===== src/rtl/sdm3_pkg.sv =====
package sdm3_pkg;
    typedef enum logic [1:0] {
        MS_RUN   = 2'd0,
        MS_WAIT  = 2'd1,
        MS_MUTED = 2'd2
    } mute_st_e;
endpackage


===== src/rtl/sdm3_loop.sv =====
module sdm3_loop #(
    parameter int IN_W  = 16,
    parameter int ACC_W = 24
) (
    input  logic                    clk,
    input  logic                    rst_n,
    input  logic                    adv,
    input  logic signed [IN_W-1:0]  x_in,
    input  logic                    coef_sel,
    input  logic                    lf_sel,
    output logic signed [ACC_W-1:0] acc1_o,
    output logic signed [ACC_W-1:0] acc2_o,
    output logic signed [ACC_W-1:0] acc3_o,
    output logic                    q_o
);
    // working width leaves headroom for one sum before clamping
    localparam int SW = ACC_W + 2;
    localparam int G1_SH = 4;
    localparam logic signed [SW-1:0] FS =
        {{(SW-IN_W){1'b0}}, 1'b1, {(IN_W-1){1'b0}}};
    localparam logic signed [SW-1:0] AMAX = {3'b000, {(ACC_W-1){1'b1}}};

    typedef struct packed {
        logic signed [ACC_W-1:0] a1;
        logic signed [ACC_W-1:0] a2;
        logic signed [ACC_W-1:0] a3;
    } loop_st_t;

    loop_st_t st_d, st_q;

    function automatic logic signed [ACC_W-1:0] clamp(input logic signed [SW-1:0] v);
        if (v > AMAX)       return AMAX[ACC_W-1:0];
        else if (v < -AMAX) return -AMAX[ACC_W-1:0];
        else                return v[ACC_W-1:0];
    endfunction

    logic                   q;
    logic signed [SW-1:0]   fb, xe, e1, e2, e3, d1, d2, d3;
    int                     sh2, sh3, shl;

    always_comb begin
        q   = ~st_q.a3[ACC_W-1];
        fb  = q ? FS : -FS;
        xe  = {{(SW-IN_W){x_in[IN_W-1]}}, x_in};
        e1  = {{2{st_q.a1[ACC_W-1]}}, st_q.a1};
        e2  = {{2{st_q.a2[ACC_W-1]}}, st_q.a2};
        e3  = {{2{st_q.a3[ACC_W-1]}}, st_q.a3};
        sh2 = coef_sel ? 1 : 2;
        sh3 = coef_sel ? 2 : 1;
        shl = lf_sel ? 12 : 11;
        d1  = (xe - fb) >>> G1_SH;
        d2  = ((e1 - fb) >>> sh2) - (e3 >>> shl);
        d3  = (e2 - fb) >>> sh3;
        st_d = st_q;
        if (adv) begin
            st_d.a1 = clamp(e1 + d1);
            st_d.a2 = clamp(e2 + d2);
            st_d.a3 = clamp(e3 + d3);
        end
    end

    always_ff @(posedge clk or negedge rst_n) begin
        if (!rst_n) st_q <= '0;
        else        st_q <= st_d;
    end

    assign acc1_o = st_q.a1;
    assign acc2_o = st_q.a2;
    assign acc3_o = st_q.a3;
    assign q_o    = q;
endmodule


===== src/rtl/sdm3_mute.sv =====
module sdm3_mute
    import sdm3_pkg::*;
#(
    parameter int ACC_W       = 24,
    parameter int SETTLE_LEN  = 256,
    parameter int QUIET_TH    = 64,
    parameter int TIMEOUT_CYC = 276480
) (
    input  logic                    clk,
    input  logic                    rst_n,
    input  logic                    mute_req,
    input  logic                    bypass,
    input  logic signed [ACC_W-1:0] acc1,
    input  logic signed [ACC_W-1:0] acc2,
    input  logic signed [ACC_W-1:0] acc3,
    input  logic                    q_in,
    output logic                    adv_o,
    output logic                    zero_o,
    output logic                    bit_o,
    output logic                    active_o
);
    localparam int QW = $clog2(SETTLE_LEN + 1);
    localparam int TW = $clog2(TIMEOUT_CYC + 1);
    localparam logic [ACC_W:0] TH_V = (ACC_W+1)'(QUIET_TH);

    typedef struct packed {
        mute_st_e        st;
        logic [QW-1:0]   qc;
        logic [TW-1:0]   tc;
        logic            obit;
    } mctl_t;

    mctl_t r_d, r_q;

    function automatic logic [ACC_W:0] mag(input logic signed [ACC_W-1:0] a);
        logic signed [ACC_W:0] w;
        w = {a[ACC_W-1], a};
        return (w < 0) ? -w : w;
    endfunction

    logic quiet, go_mute;

    always_comb begin
        quiet   = (mag(acc1) <= TH_V) && (mag(acc2) <= TH_V) && (mag(acc3) <= TH_V);
        go_mute = 1'b0;
        r_d     = r_q;
        case (r_q.st)
            MS_RUN: begin
                if (mute_req) begin
                    if (bypass) go_mute = 1'b1;
                    else begin
                        r_d.st = MS_WAIT;
                        r_d.qc = '0;
                        r_d.tc = '0;
                    end
                end
            end
            MS_WAIT: begin
                if (!mute_req)  r_d.st = MS_RUN;
                else if (bypass) go_mute = 1'b1;
                else begin
                    r_d.tc = r_q.tc + 1'b1;
                    r_d.qc = quiet ? r_q.qc + 1'b1 : '0;
                    if ((quiet && r_q.qc == QW'(SETTLE_LEN - 1)) ||
                        r_q.tc == TW'(TIMEOUT_CYC - 1))
                        go_mute = 1'b1;
                end
            end
            MS_MUTED: begin
                if (!mute_req) r_d.st = MS_RUN;
            end
            default: r_d.st = MS_RUN;
        endcase
        if (go_mute) r_d.st = MS_MUTED;
        if (r_d.st == MS_MUTED)
            r_d.obit = (r_q.st == MS_MUTED) ? ~r_q.obit : 1'b1;
        else
            r_d.obit = q_in;
    end

    always_ff @(posedge clk or negedge rst_n) begin
        if (!rst_n) r_q <= '{st: MS_RUN, qc: '0, tc: '0, obit: 1'b0};
        else        r_q <= r_d;
    end

    assign adv_o    = (r_q.st != MS_MUTED);
    assign zero_o   = (r_q.st == MS_WAIT);
    assign active_o = (r_q.st == MS_MUTED);
    assign bit_o    = r_q.obit;
endmodule


===== src/rtl/sdm3_dac.sv =====
module sdm3_dac #(
    parameter int IN_W        = 16,
    parameter int ACC_W       = 24,
    parameter int SETTLE_LEN  = 256,
    parameter int QUIET_TH    = 64,
    parameter int TIMEOUT_CYC = 276480
) (
    input  logic            clk,
    input  logic            rst_n,
    input  logic [IN_W-1:0] pcm_in,
    input  logic            pcm_valid,
    input  logic            mute_req,
    input  logic            settle_bypass,
    input  logic            coef_sel,
    input  logic            lf_sel,
    output logic            bitstream,
    output logic            mute_active
);
    typedef struct packed {
        logic signed [IN_W-1:0] pcm;
    } in_st_t;

    in_st_t in_d, in_q;

    logic                    adv_w, zero_w, q_w;
    logic signed [IN_W-1:0]  x_w;
    logic signed [ACC_W-1:0] acc1_w, acc2_w, acc3_w;

    always_comb begin
        in_d = in_q;
        if (pcm_valid) in_d.pcm = pcm_in;
        x_w = zero_w ? '0 : in_q.pcm;
    end

    always_ff @(posedge clk or negedge rst_n) begin
        if (!rst_n) in_q <= '0;
        else        in_q <= in_d;
    end

    sdm3_loop #(.IN_W(IN_W), .ACC_W(ACC_W)) loop_i (
        .clk(clk), .rst_n(rst_n), .adv(adv_w), .x_in(x_w),
        .coef_sel(coef_sel), .lf_sel(lf_sel),
        .acc1_o(acc1_w), .acc2_o(acc2_w), .acc3_o(acc3_w), .q_o(q_w)
    );

    sdm3_mute #(
        .ACC_W(ACC_W), .SETTLE_LEN(SETTLE_LEN),
        .QUIET_TH(QUIET_TH), .TIMEOUT_CYC(TIMEOUT_CYC)
    ) mute_i (
        .clk(clk), .rst_n(rst_n), .mute_req(mute_req), .bypass(settle_bypass),
        .acc1(acc1_w), .acc2(acc2_w), .acc3(acc3_w), .q_in(q_w),
        .adv_o(adv_w), .zero_o(zero_w), .bit_o(bitstream), .active_o(mute_active)
    );
endmodule


===== config.mk =====
export PLATFORM = sky130hd
export DESIGN_NAME = sdm3_dac
export DESIGN_NICKNAME = d
export VERILOG_FILES = /design/src/rtl/sdm3_pkg.sv /design/src/rtl/sdm3_loop.sv /design/src/rtl/sdm3_mute.sv /design/src/rtl/sdm3_dac.sv
export SDC_FILE = /design/constraint.sdc
export NUM_CORES = 1
export LEC_CHECK = 0
export BUFFER_PORTS_ARGS = -buffer_cell sky130_fd_sc_hd__buf_2
export CORE_MARGIN = 2
export CORE_UTILIZATION = 25
export CTS_BUF_LIST = sky130_fd_sc_hd__clkbuf_4 sky130_fd_sc_hd__clkbuf_8
export DETAILED_ROUTE_END_ITERATION = 8
export PLACE_DENSITY = 0.45
export RECOVER_POWER = 100
export SLEW_MARGIN = 0
export SYNTH_ARGS = -nofsm -noshare
export SYNTH_HDL_FRONTEND = slang
export SYNTH_SLANG_ARGS = --single-unit

===== constraint.sdc =====
create_clock -name clk -period 7.2 [get_ports clk]
set_clock_uncertainty 0.2 [all_clocks]
set_input_delay 0.72 -clock clk [delete_from_list [all_inputs] [get_ports clk]]
set_output_delay 0.72 -clock clk [all_outputs]
set_load 0.005 [all_outputs]

; ---- Word level (Yosys, flattened, before mapping)
; Index checks and enable logic that the tools add are counted.
[totals]
register_bits = 119
latch_bits = 0
ramBits = 0
mem_bits_ro = 0
in_bits = 23
output_inout_bits = 2
wordCells = 86
memories = 0
[classes]
addsub = 12
multipliers = 0
n_div = 0
n_lt_le_gt_ge = 12
n_eq_ne = 10
shifts = 3
mux = 31
bitwise_logic = 2
n_reduce_logical = 8
[ops]
columns = operator, n
row1 = 2-to-1 mux 24 bit, 6
row2 = "greater-than comparator 26 x 24 -> 1 bit, second input constant", 3
row3 = "< comparator 26 x 24 -> 1 bit, second input constant", 3
row4 = "<= comparator 25 x 7 -> 1 bit, second input constant", 3
row5 = 2-to-1 mux 25 bit, 3
row6 = negator 24 -> 25 bit, 3
row7 = "< comparator 24 x 1 -> 1 bit, second input constant", 3
row8 = >>> shifter 26 x 32 -> 26 bit, 2
row9 = 2-to-1 mux 30 bit, 2
row10 = 2-to-1 mux 28 bit, 2
row11 = case mux 28 bit (2 select lines), 1
row12 = adder 24 x 26 -> 26 bit, 2
row13 = subtractor 24 x 26 -> 26 bit, 2
row14 = 2-to-1 mux 26 bit, 1
row15 = >>> shifter 24 x 4 -> 26 bit, 1
row16 = subtractor 16 x 26 -> 26 bit, 1
row17 = subtractor 26 bit, 1
row18 = adder 24 x 22 -> 25 bit, 1
row19 = "adder 19 x 1 -> 19 bit, second input constant", 1
row20 = "equality test 19 bit, second input constant", 1
row21 = 2-to-1 mux 16 bit, 1
row22 = "!= test 2 bit, second input constant", 5
row23 = "adder 9 x 1 -> 9 bit, second input constant", 1
row24 = "equality test 9 x 8 -> 1 bit, second input constant", 1
row25 = 15 further kinds, 28

; ---- Logic depth before layout (Yosys ltp)
; Gate-level depths: netlist of the first run.
[depth]
word_depth = 14
depth_mapped = 24
depth_no_buf = 21

; ---- By module
; A second synthesis of the first run with hierarchy kept.
[hier_totals]
cells_unflattened = 1731
area_unflattened_um2 = 14004.7
[modules_own_cells]
columns = module, instances, cells_each, area_per_inst_um2, seq_area_each_um2
row1 = sdm3_loop, 1, 1171, 9555.4, 1801.7
row2 = sdm3_mute, 1, 509, 3681.0, 775.7
row3 = sdm3_dac, 1, 51, 768.2, 400.4

; ---- Worst setup path after synthesis of the first run
; OpenSTA, ideal clock, no wires.
[synth_timing]
kind = flip-flop to flip-flop
start = reg loop_i.st_q, in the netlist loop_i.acc3_o[23]
end = reg loop_i.st_q, in the netlist loop_i.acc2_o[11]
setup_ns = 0.126
t_arrival_ns = 6.372
required_time_ns = 6.874
slack_ns = 0.502
stages_incl_launch_ff = 24
path_buffers = 3
period_less_slack_ns = 6.698
path_cell_list = dfrtp_1 -> buf_2 -> clkinv_1 -> ha_1 -> clkbuf_1 -> a21o_1 -> a21o_1 -> a21oi_1 -> o21ai_0 -> xor2_1 -> mux2_2 -> fa_1 -> ha_1 -> o21ai_0 -> a211oi_1 -> o2111a_1 -> a22oi_1 -> xnor2_1 -> nor4_1 -> nand4_1 -> o31ai_1 -> a21oi_1 -> buf_2 -> a221o_1
[synth_between]
elab_chain_cells = 8
elab_cells_between_ends = 10
classes_between = add/sub: 3 / order compare: 2 / shift: 2 / mux: 3
[synth_lines]
columns = item, line_no
row1 = "start, declared", sdm3_loop.sv:29  ; loop_st_t st_d, st_q;
row2 = "start signal, assigned", sdm3_loop.sv:64  ; else st_q <= st_d;
row3 = 2-to-1 mux 26 bit, sdm3_loop.sv:43  ; fb = q ? FS : -FS;
row4 = subtractor 24 x 26 -> 26 bit, sdm3_loop.sv:52  ; d2 = ((e1 - fb) >>> sh2) - (e3 >>> shl);
row5 = >>> shifter 26 x 32 -> 26 bit, sdm3_loop.sv:52
row6 = subtractor 26 bit (*), sdm3_loop.sv:52
row7 = adder 24 x 26 -> 26 bit (*), sdm3_loop.sv:57  ; st_d.a2 = clamp(e2 + d2);
row8 = < comparator 26 x 24 -> 1 bit, sdm3_loop.sv:33  ; else if (v < -AMAX) return -AMAX[ACC_W-1:0];
row9 = 2-to-1 mux 24 bit, sdm3_loop.sv:33
row10 = 2-to-1 mux 24 bit (*), sdm3_loop.sv:32  ; if (v > AMAX) return AMAX[ACC_W-1:0];
; Every way passes the cells marked *; elsewhere a longest branch is shown, timed or not.
; A chain may end at the register's enable or synchronous reset.

; ---- Worst setup path after layout of the first run
[layout_timing]
start = reg loop_i.st_q, in the netlist loop_i.acc3_o[23]
end = reg loop_i.st_q, in the netlist loop_i.acc2_o[10]
; The elaborated chain is that of the path after synthesis.

==> impl_metrics.yaml, run 1 <==
clock_tree:
  post_cts_resize_count: 0
  clock_tree.htree_level_count: 4
  post-cts-setup-buffers: 0
  cts-buffers-inserted: 17
  clock_tree.buffer_depth: 2
  clock_transition_at_the_registers_of_the_reported_paths_ps: 80
  cts_root_buf: "clkbuf_8"
  clock-sinks: 115
  post_cts_hold_buffer_count: 0
  cts_tree: "done"
  clkLatencyLatePin_ps: 470
global_route:
  grtUsageTotal_pct: 15.33
  global_route.overflow_total: 0
  via_count_of_the_first_global_routing_pass: 10883
  grt_busiest_layer: "met2"
  globalRouteMet2Util_pct: 24.26
  grt_max_degree: 73
  global_route.usage.met3_pct: 1.787
  globalRouteMet1Util_pct: 21.96
  grt_first_pass_wirelength_um: 62240
  initial_antenna_violation_count: 0
drt:
  drc_errors: 0
  vias_per_cell: 5.224
  detail_route.wirelength_um: 38820
  routed-via-count: 11384
  count_of_antenna_violating_nets_left_after_detailed_routing: 0
  wl_per_cell_um: 17.82
  detailedRoute.firstPassIterationCount: 5
  detail_route.iter0.violations: 831
floorplan:
  die-area_um2: 51810
  fp-row-count: 81
  top_level_ports: 25
  die_width_um: 227.6
  die_h_um: 227.6
  start_util_pct: 25.43
  core_region_area_um2: 49150
outcome:
  failing_checks: "capacitance limit, slew limit"
  status: "complete, but fails checks"
yosys:
  netlist.area_leader.share_pct: 23.02
  synth_enable_flop_cells: 0
  synth.avg_cell_area_um2: 8.165
  ys_seq_area_share_pct: 23.02
  synth-main-ff-cell: "dfrtp_1"
  postSynth.asyncResetShare_pct: 100.0
  synth_cells: 1531
  postSynthRegisterBits: 115
  cell_area_after_technology_mapping_um2: 12500
  synth_area_leader_cell: "dfrtp_1"
  synthesis.yosys.warnings: 0
  synth.area.top_cells: "dfrtp_1 23%, ha_1 9.2%, fa_1 4.6%"
  post_synth_num_cell_types: 78
  synth.net_count: 1675
timing:
  layout_worst_path_cycle_share_pct: 91.86
  fin_worst_hold_slack_ps: 278.4
  min_period_ps: 6614
  setup-violations-final: 0
  worst_pin_slew_ps: 3156
  rsz_0062_raised_after_global_routing: "no"
  report.final.slew_viol_count: 190
  achievable-frequency_ghz: 0.1512
  timing_hold_violations_final: 0
  setup-tns-final_ps: 0
  maxSlewHeadroom_pct: -110.4
finish:
  design.final.nets: 1646
  drive_above_1_share_pct: 8.713
  fin_util_pct: 27.63
  num_antenna_cells: 0
  relative_area_change_from_synthesis_to_final_layout_pct: 8.638
  layout.cell_area.non_filler_um2: 13580
place:
  gpl.final_weighted_congestion: 0.8731
  portBuffers: 20
  detailed_place_hpwl_um: 29660
  post_dp_cell_area_um2: 13230
hold_path:
  min_path_cells: 2
  hp-class: "primary input to flip-flop"
worst_setup_path:
  crit_fanout: 15
  critical_path.endpoint_type: "flip-flop"
  worstSetupStartpointType: "flip-flop"
  timing.reg2reg.setup_slack_ps: 590
  critPathRequiredTime_ps: 7410
  crit_arrival_ps: 6820
  worstSetupPathType: "flip-flop to flip-flop"
  worst-r2r-cell-count: 21
job:
  drv.max_cap_violation_count: 4
[kinds of logic (layout without fill, tap and decap cells)]
family / count (synthesis) / count (layout) / synth area share [%]
DFF: 115 / 115 / 23.02
xor gates and xnor gates: 96 / 96 / 6.726
AOI/OAI and AO/OA: 460 / 460 / 25.06
muxes: 73 / 73 / 6.296
buffers and inverters: 142 / 126 / 4.354
and+or+nand+nor: 524 / 524 / 20.69
adders and majority gates: 121 / 121 / 13.85
[worst max-delay path, stage by stage, from the launching register on]
cell	delay [ps]
dfrtp_1	450
inv_2	330
ha_1	400
a21o_1	250
a21o_1	180
a21oi_1	200
o21ai_0	180
xor2_1	200
mux2_1	350
fa_1	440
ha_1	400
o21ai_0	120
a211oi_1	350
o2111a_1	260
a22oi_1	130
o21ai_0	340
nor2_1	70
o211ai_1	390
o21a_1	190
buf_4	210
and2_1	670
a221o_2	220
[through the flow]
step	worst slack, ps	instances
CTS	712.7	2179
global placement	856.4	2147
detailed placement	753.5	2147
global route	146.7	2179
floorplan	502.3	1531
finish	586.0	2179
[final timing paths]
path                                endpoint         startpoint
max                        loop_i.acc2_o[10]  loop_i.acc3_o[23]
min                                 in_q[14]         pcm_in[14]
max reg2reg                loop_i.acc2_o[10]  loop_i.acc3_o[23]
min reg2reg                         in_q[13]           in_q[13]
max in group asynchronous   loop_i.acc1_o[1]              rst_n
min in group asynchronous     mute_i.r_q[14]              rst_n
[flip-flops by register name, summed over array words and instances, names as in the netlist]
| signal | flops |
|---|---|
| in_q | 12 |
| loop_i.acc1_o | 24 |
| loop_i.acc2_o | 24 |
| loop_i.acc3_o | 24 |
| mute_i.bit_o | 1 |
| mute_i.r_q | 30 |
[layout make-up]
type	count	area [um2]
timing repair buffer	33	185.2
sequential	115	2878
clock inverter	14	152.6
tap	664	830.8
multi-input combinational	1274	9057
inverter	61	229.0
fill	5322	35570
clock buffer	18	247.7
[synthesized netlist by cell type, types with 29 or more instances]
| cell | count |
|---|---|
| nand2_1 | 154 |
| nor2_1 | 124 |
| dfrtp_1 | 115 |
| a21oi_1 | 98 |
| ha_1 | 92 |
| o21ai_0 | 89 |
| clkbuf_1 | 70 |
| inv_1 | 59 |
| xor2_1 | 49 |
| nor3_1 | 47 |
| xnor2_1 | 47 |
| mux2_2 | 45 |
| a21o_1 | 40 |
| o31ai_1 | 33 |
| nand3_1 | 32 |
| fa_1 | 29 |
[per-layer routing]
metal  routed length (um)  part of all wire, %
met5                    0                    0
met1                19280                   50
met3                 1143                  2.9
met4                  740                  1.9
met2                17660                   45
[cell usage in the layout, fill, tap and decap left out, types with 47 or more instances in the layout]
| master | netlist | layout |
|---|---|---|
| a21oi_1 | 98 | 98 |
| dfrtp_1 | 115 | 115 |
| ha_1 | 92 | 92 |
| inv_1 | 59 | 59 |
| nand2_1 | 154 | 154 |
| nor2_1 | 124 | 124 |
| nor3_1 | 47 | 47 |
| o21ai_0 | 89 | 89 |
| xnor2_1 | 47 | 47 |
| xor2_1 | 49 | 49 |
Power of run 1 is not shown: default switching activity piles up to over one toggle a cycle in this logic, so the estimate is an artifact.
==> run 2: changes to the inputs <==
--- a/config.mk
+++ b/config.mk
@@ -5,6 +5,7 @@
 export SDC_FILE = /design/constraint.sdc
 export NUM_CORES = 1
 export LEC_CHECK = 0
+export ABC_AREA = 1
 export BUFFER_PORTS_ARGS = -buffer_cell sky130_fd_sc_hd__buf_2
 export CORE_MARGIN = 2
 export CORE_UTILIZATION = 25
==> run 2 against run 1 <==
  * The flow still finishes with violations (capacitance limit, slew limit)
  * Worst hold slack worse by 63 ps
  * Sequential share of layout area fell by 1.8 points
  * Synthesized cell count up 46%
  * Register-to-register slack better by 660 ps
  * Die area increased by 9.9%
  * Flip-flop and latch count unchanged
  * Setup slack gained 660 ps
  * Global-route usage grew 0.72 points
  * Critical path type unchanged
==> impl_metrics.yaml, run 2 <==
yosys:
  cell_area_after_technology_mapping_um2: 13760
  synth_cells: 2230
  synth.most_common_cell: "nand2_1"
  synthesis.yosys.warnings: 0
  synth-main-ff-cell: "dfrtp_1"
  netlist.area_leader.share_pct: 20.92
  postSynth.asyncResetShare_pct: 100.0
  synthXorXnorAreaFrac_pct: 5.339
  ys_seq_area_share_pct: 20.92
  synth.area.top_cells: "dfrtp_1 21%, nand2_1 18%, nor2_1 8.4%"
  post_synth_num_cell_types: 59
  synth_area_leader_cell: "dfrtp_1"
  synth.avg_cell_area_um2: 6.168
  synth-compound-area-share_pct: 14.84
  synth_simple_gate_area_share_pct: 37.25
  main_combinational_cell_family_by_area_after_synthesis: "simple AND/OR/NAND/NOR gates"
  synth.net_count: 2374
  synth_enable_flop_cells: 0
  synthMuxAreaShare_pct: 0.1546
  synth_top_cells_by_count: "643 x nand2_1, 307 x nor2_1, 250 x inv_1, 170 x a21oi_1, 158 x nand3_1"
  synth-adder-area-share_pct: 12.59
  postSynthRegisterBits: 115
drt:
  wl_per_cell_um: 15.06
  vias_per_cell: 4.747
  detail_route.wirelength_um: 44160
  routed-via-count: 13922
  count_of_antenna_violating_nets_left_after_detailed_routing: 0
  detail_route.iter0.violations: 1081
  drc_errors: 0
  detailedRoute.firstPassIterationCount: 5
clock_tree:
  clock-sinks: 115
  post-cts-setup-buffers: 0
  clock_tree.buffer_depth: 2
  post_cts_hold_buffer_count: 0
  cts-buffers-inserted: 17
  cts_root_buf: "clkbuf_8"
  post_cts_resize_count: 0
  clock_transition_at_the_registers_of_the_reported_paths_ps: 90
  clkLatencyLatePin_ps: 510
  cts_tree: "done"
  clock_tree.htree_level_count: 4
global_route:
  global_route.overflow_total: 0
  initial_antenna_violation_count: 1
  grt_max_degree: 64
  grtUsageTotal_pct: 16.04
  via_count_of_the_first_global_routing_pass: 13483
  grt_first_pass_wirelength_um: 72320
floorplan:
  fp-row-count: 85
  start_util_pct: 25.41
  top_level_ports: 25
  core_region_area_um2: 54130
  die_width_um: 238.6
  die-area_um2: 56920
  die_h_um: 238.6
finish:
  design.final.nets: 2368
  largest_register: "mute_i.r_q"
  drive_above_1_share_pct: 4.157
  largest_reg_flops: 30
  num_antenna_cells: 0
  relative_area_change_from_synthesis_to_final_layout_pct: 7.977
  mostFrequentLayoutCells: "646 x nand2_1, 308 x nor2_1, 253 x inv_1"
  final_common_cell: "nand2_1"
hold_path:
  timing.hold.worst.start: "pcm_in[11]"
  hp-class: "primary input to flip-flop"
worst_setup_path:
  critPathRequiredTime_ps: 7460
  timing.critical_path.from: "loop_i.acc3_o[23]"
  crit_fanout: 23
  worstSetupPathType: "flip-flop to flip-flop"
  critical_path.endpoint_type: "flip-flop"
  worstSetupStartpointType: "flip-flop"
  crit-reg2reg-launch: "loop_i.acc3_o[23]"
  crit_arrival_ps: 6210
outcome:
  failing_checks: "capacitance limit, slew limit"
  status: "complete, but fails checks"
place:
  detailed_place_hpwl_um: 35840
  gpl.final_weighted_congestion: 0.9080
  portBuffers: 20
timing:
  achievable-frequency_ghz: 0.1679
  setup-violations-final: 0
  rsz_0062_raised_after_global_routing: "no"
  layout_worst_path_cycle_share_pct: 82.71
  maxSlewHeadroom_pct: -139.6
  timing_hold_violations_final: 0
  worst_pin_slew_ps: 3594
  min_period_ps: 5955
  report.final.slew_viol_count: 152
  setup-tns-final_ps: 0
job:
  drv.max_cap_violation_count: 3
## run 2: cell count changes after synthesis, sizes merged, moves of 28 or more
cell,previous run,this run
a21o,40,10
a21oi,98,176
clkbuf,70,36
inv,60,256
mux2,45,1
nand2,154,656
nand3,32,162
nor2,125,313
o21ai,89,151
o31ai,33,5
xnor2,47,17
## run 2: routing by layer
layer	vias to the layer above	global-route usage (%)	share of wire, %
met5	-	0	0.036
met3	40	2.575	3.2
met4	2	3.655	1.7
met1	6431	22.67	51
met2	207	25.57	44
li1	7242	-	-
## run 2: critical path: stages (launching register included)
cell and delay, ps:
dfrtp_1 380, inv_1 470, ha_1 430, a21oi_1 280, o21ai_0 180, nand2_1 100
nand3_1 80, xor2_1 280, nand2_1 80, o21ai_0 180, fa_1 490, ha_1 400
nand2_1 140, nor4_1 420, o21ai_0 150, nand3_1 140, xor2_1 240, nand4_1 180
nand2_1 90, nand2_1 550, nand3b_1 310, nand2_1 80, inv_1 50
## run 2: path summary, 6_finish.rpt
kind | end | cells after the start | slack [ps]
min reg2reg | mute_i.r_q[9] | 1 | 300
min | in_q[11] | 3 | 220
min in group asynchronous | mute_i.r_q[12] | 1 | 1230
max in group asynchronous | loop_i.acc2_o[1] | 2 | 2650
max | loop_i.acc2_o[0] | 22 | 1250
max reg2reg | loop_i.acc2_o[0] | 22 | 1250
## run 2: area by class of cell
cell class	instances	area [um2]
clock buffers	17	234.0
clock inverters	15	136.4
flip-flops and latches	115	2878
inverters	257	964.7
repair buffers	30	161.4
multi-input cells	1803	9608
well taps	696	870.8
fillers	6097	39280
## run 2: cells by family (layout without fill, tap and decap cells)
logic type               count (synthesis)  count (layout)
multiplexers                             2               2
flip-flops                             115             115
buffers and inverters                  312             319
adder cells (fa/ha/maj)                121             121
AO/OA/AOI/OAI                          374             374
XOR/XNOR                                83              83
AND/OR/NAND/NOR                       1223            1223
## run 2: per-stage QoR
stage	instances	util, %	instance area [um2]	hold WS (ps)	setup WS (ps)
final	2933	27.44	14850	215.2	1245
after global routing	2933	27.44	14850	186.7	641.7
after CTS	2933	27.55	14910	119.0	1306
after detailed placement	2901	26.87	14540	285.9	1356
after global placement	2901	26.87	14540	277.2	1379
after floorplan	2230	-	13760	224.4	2027
Power of run 2 is left out for the same reason.
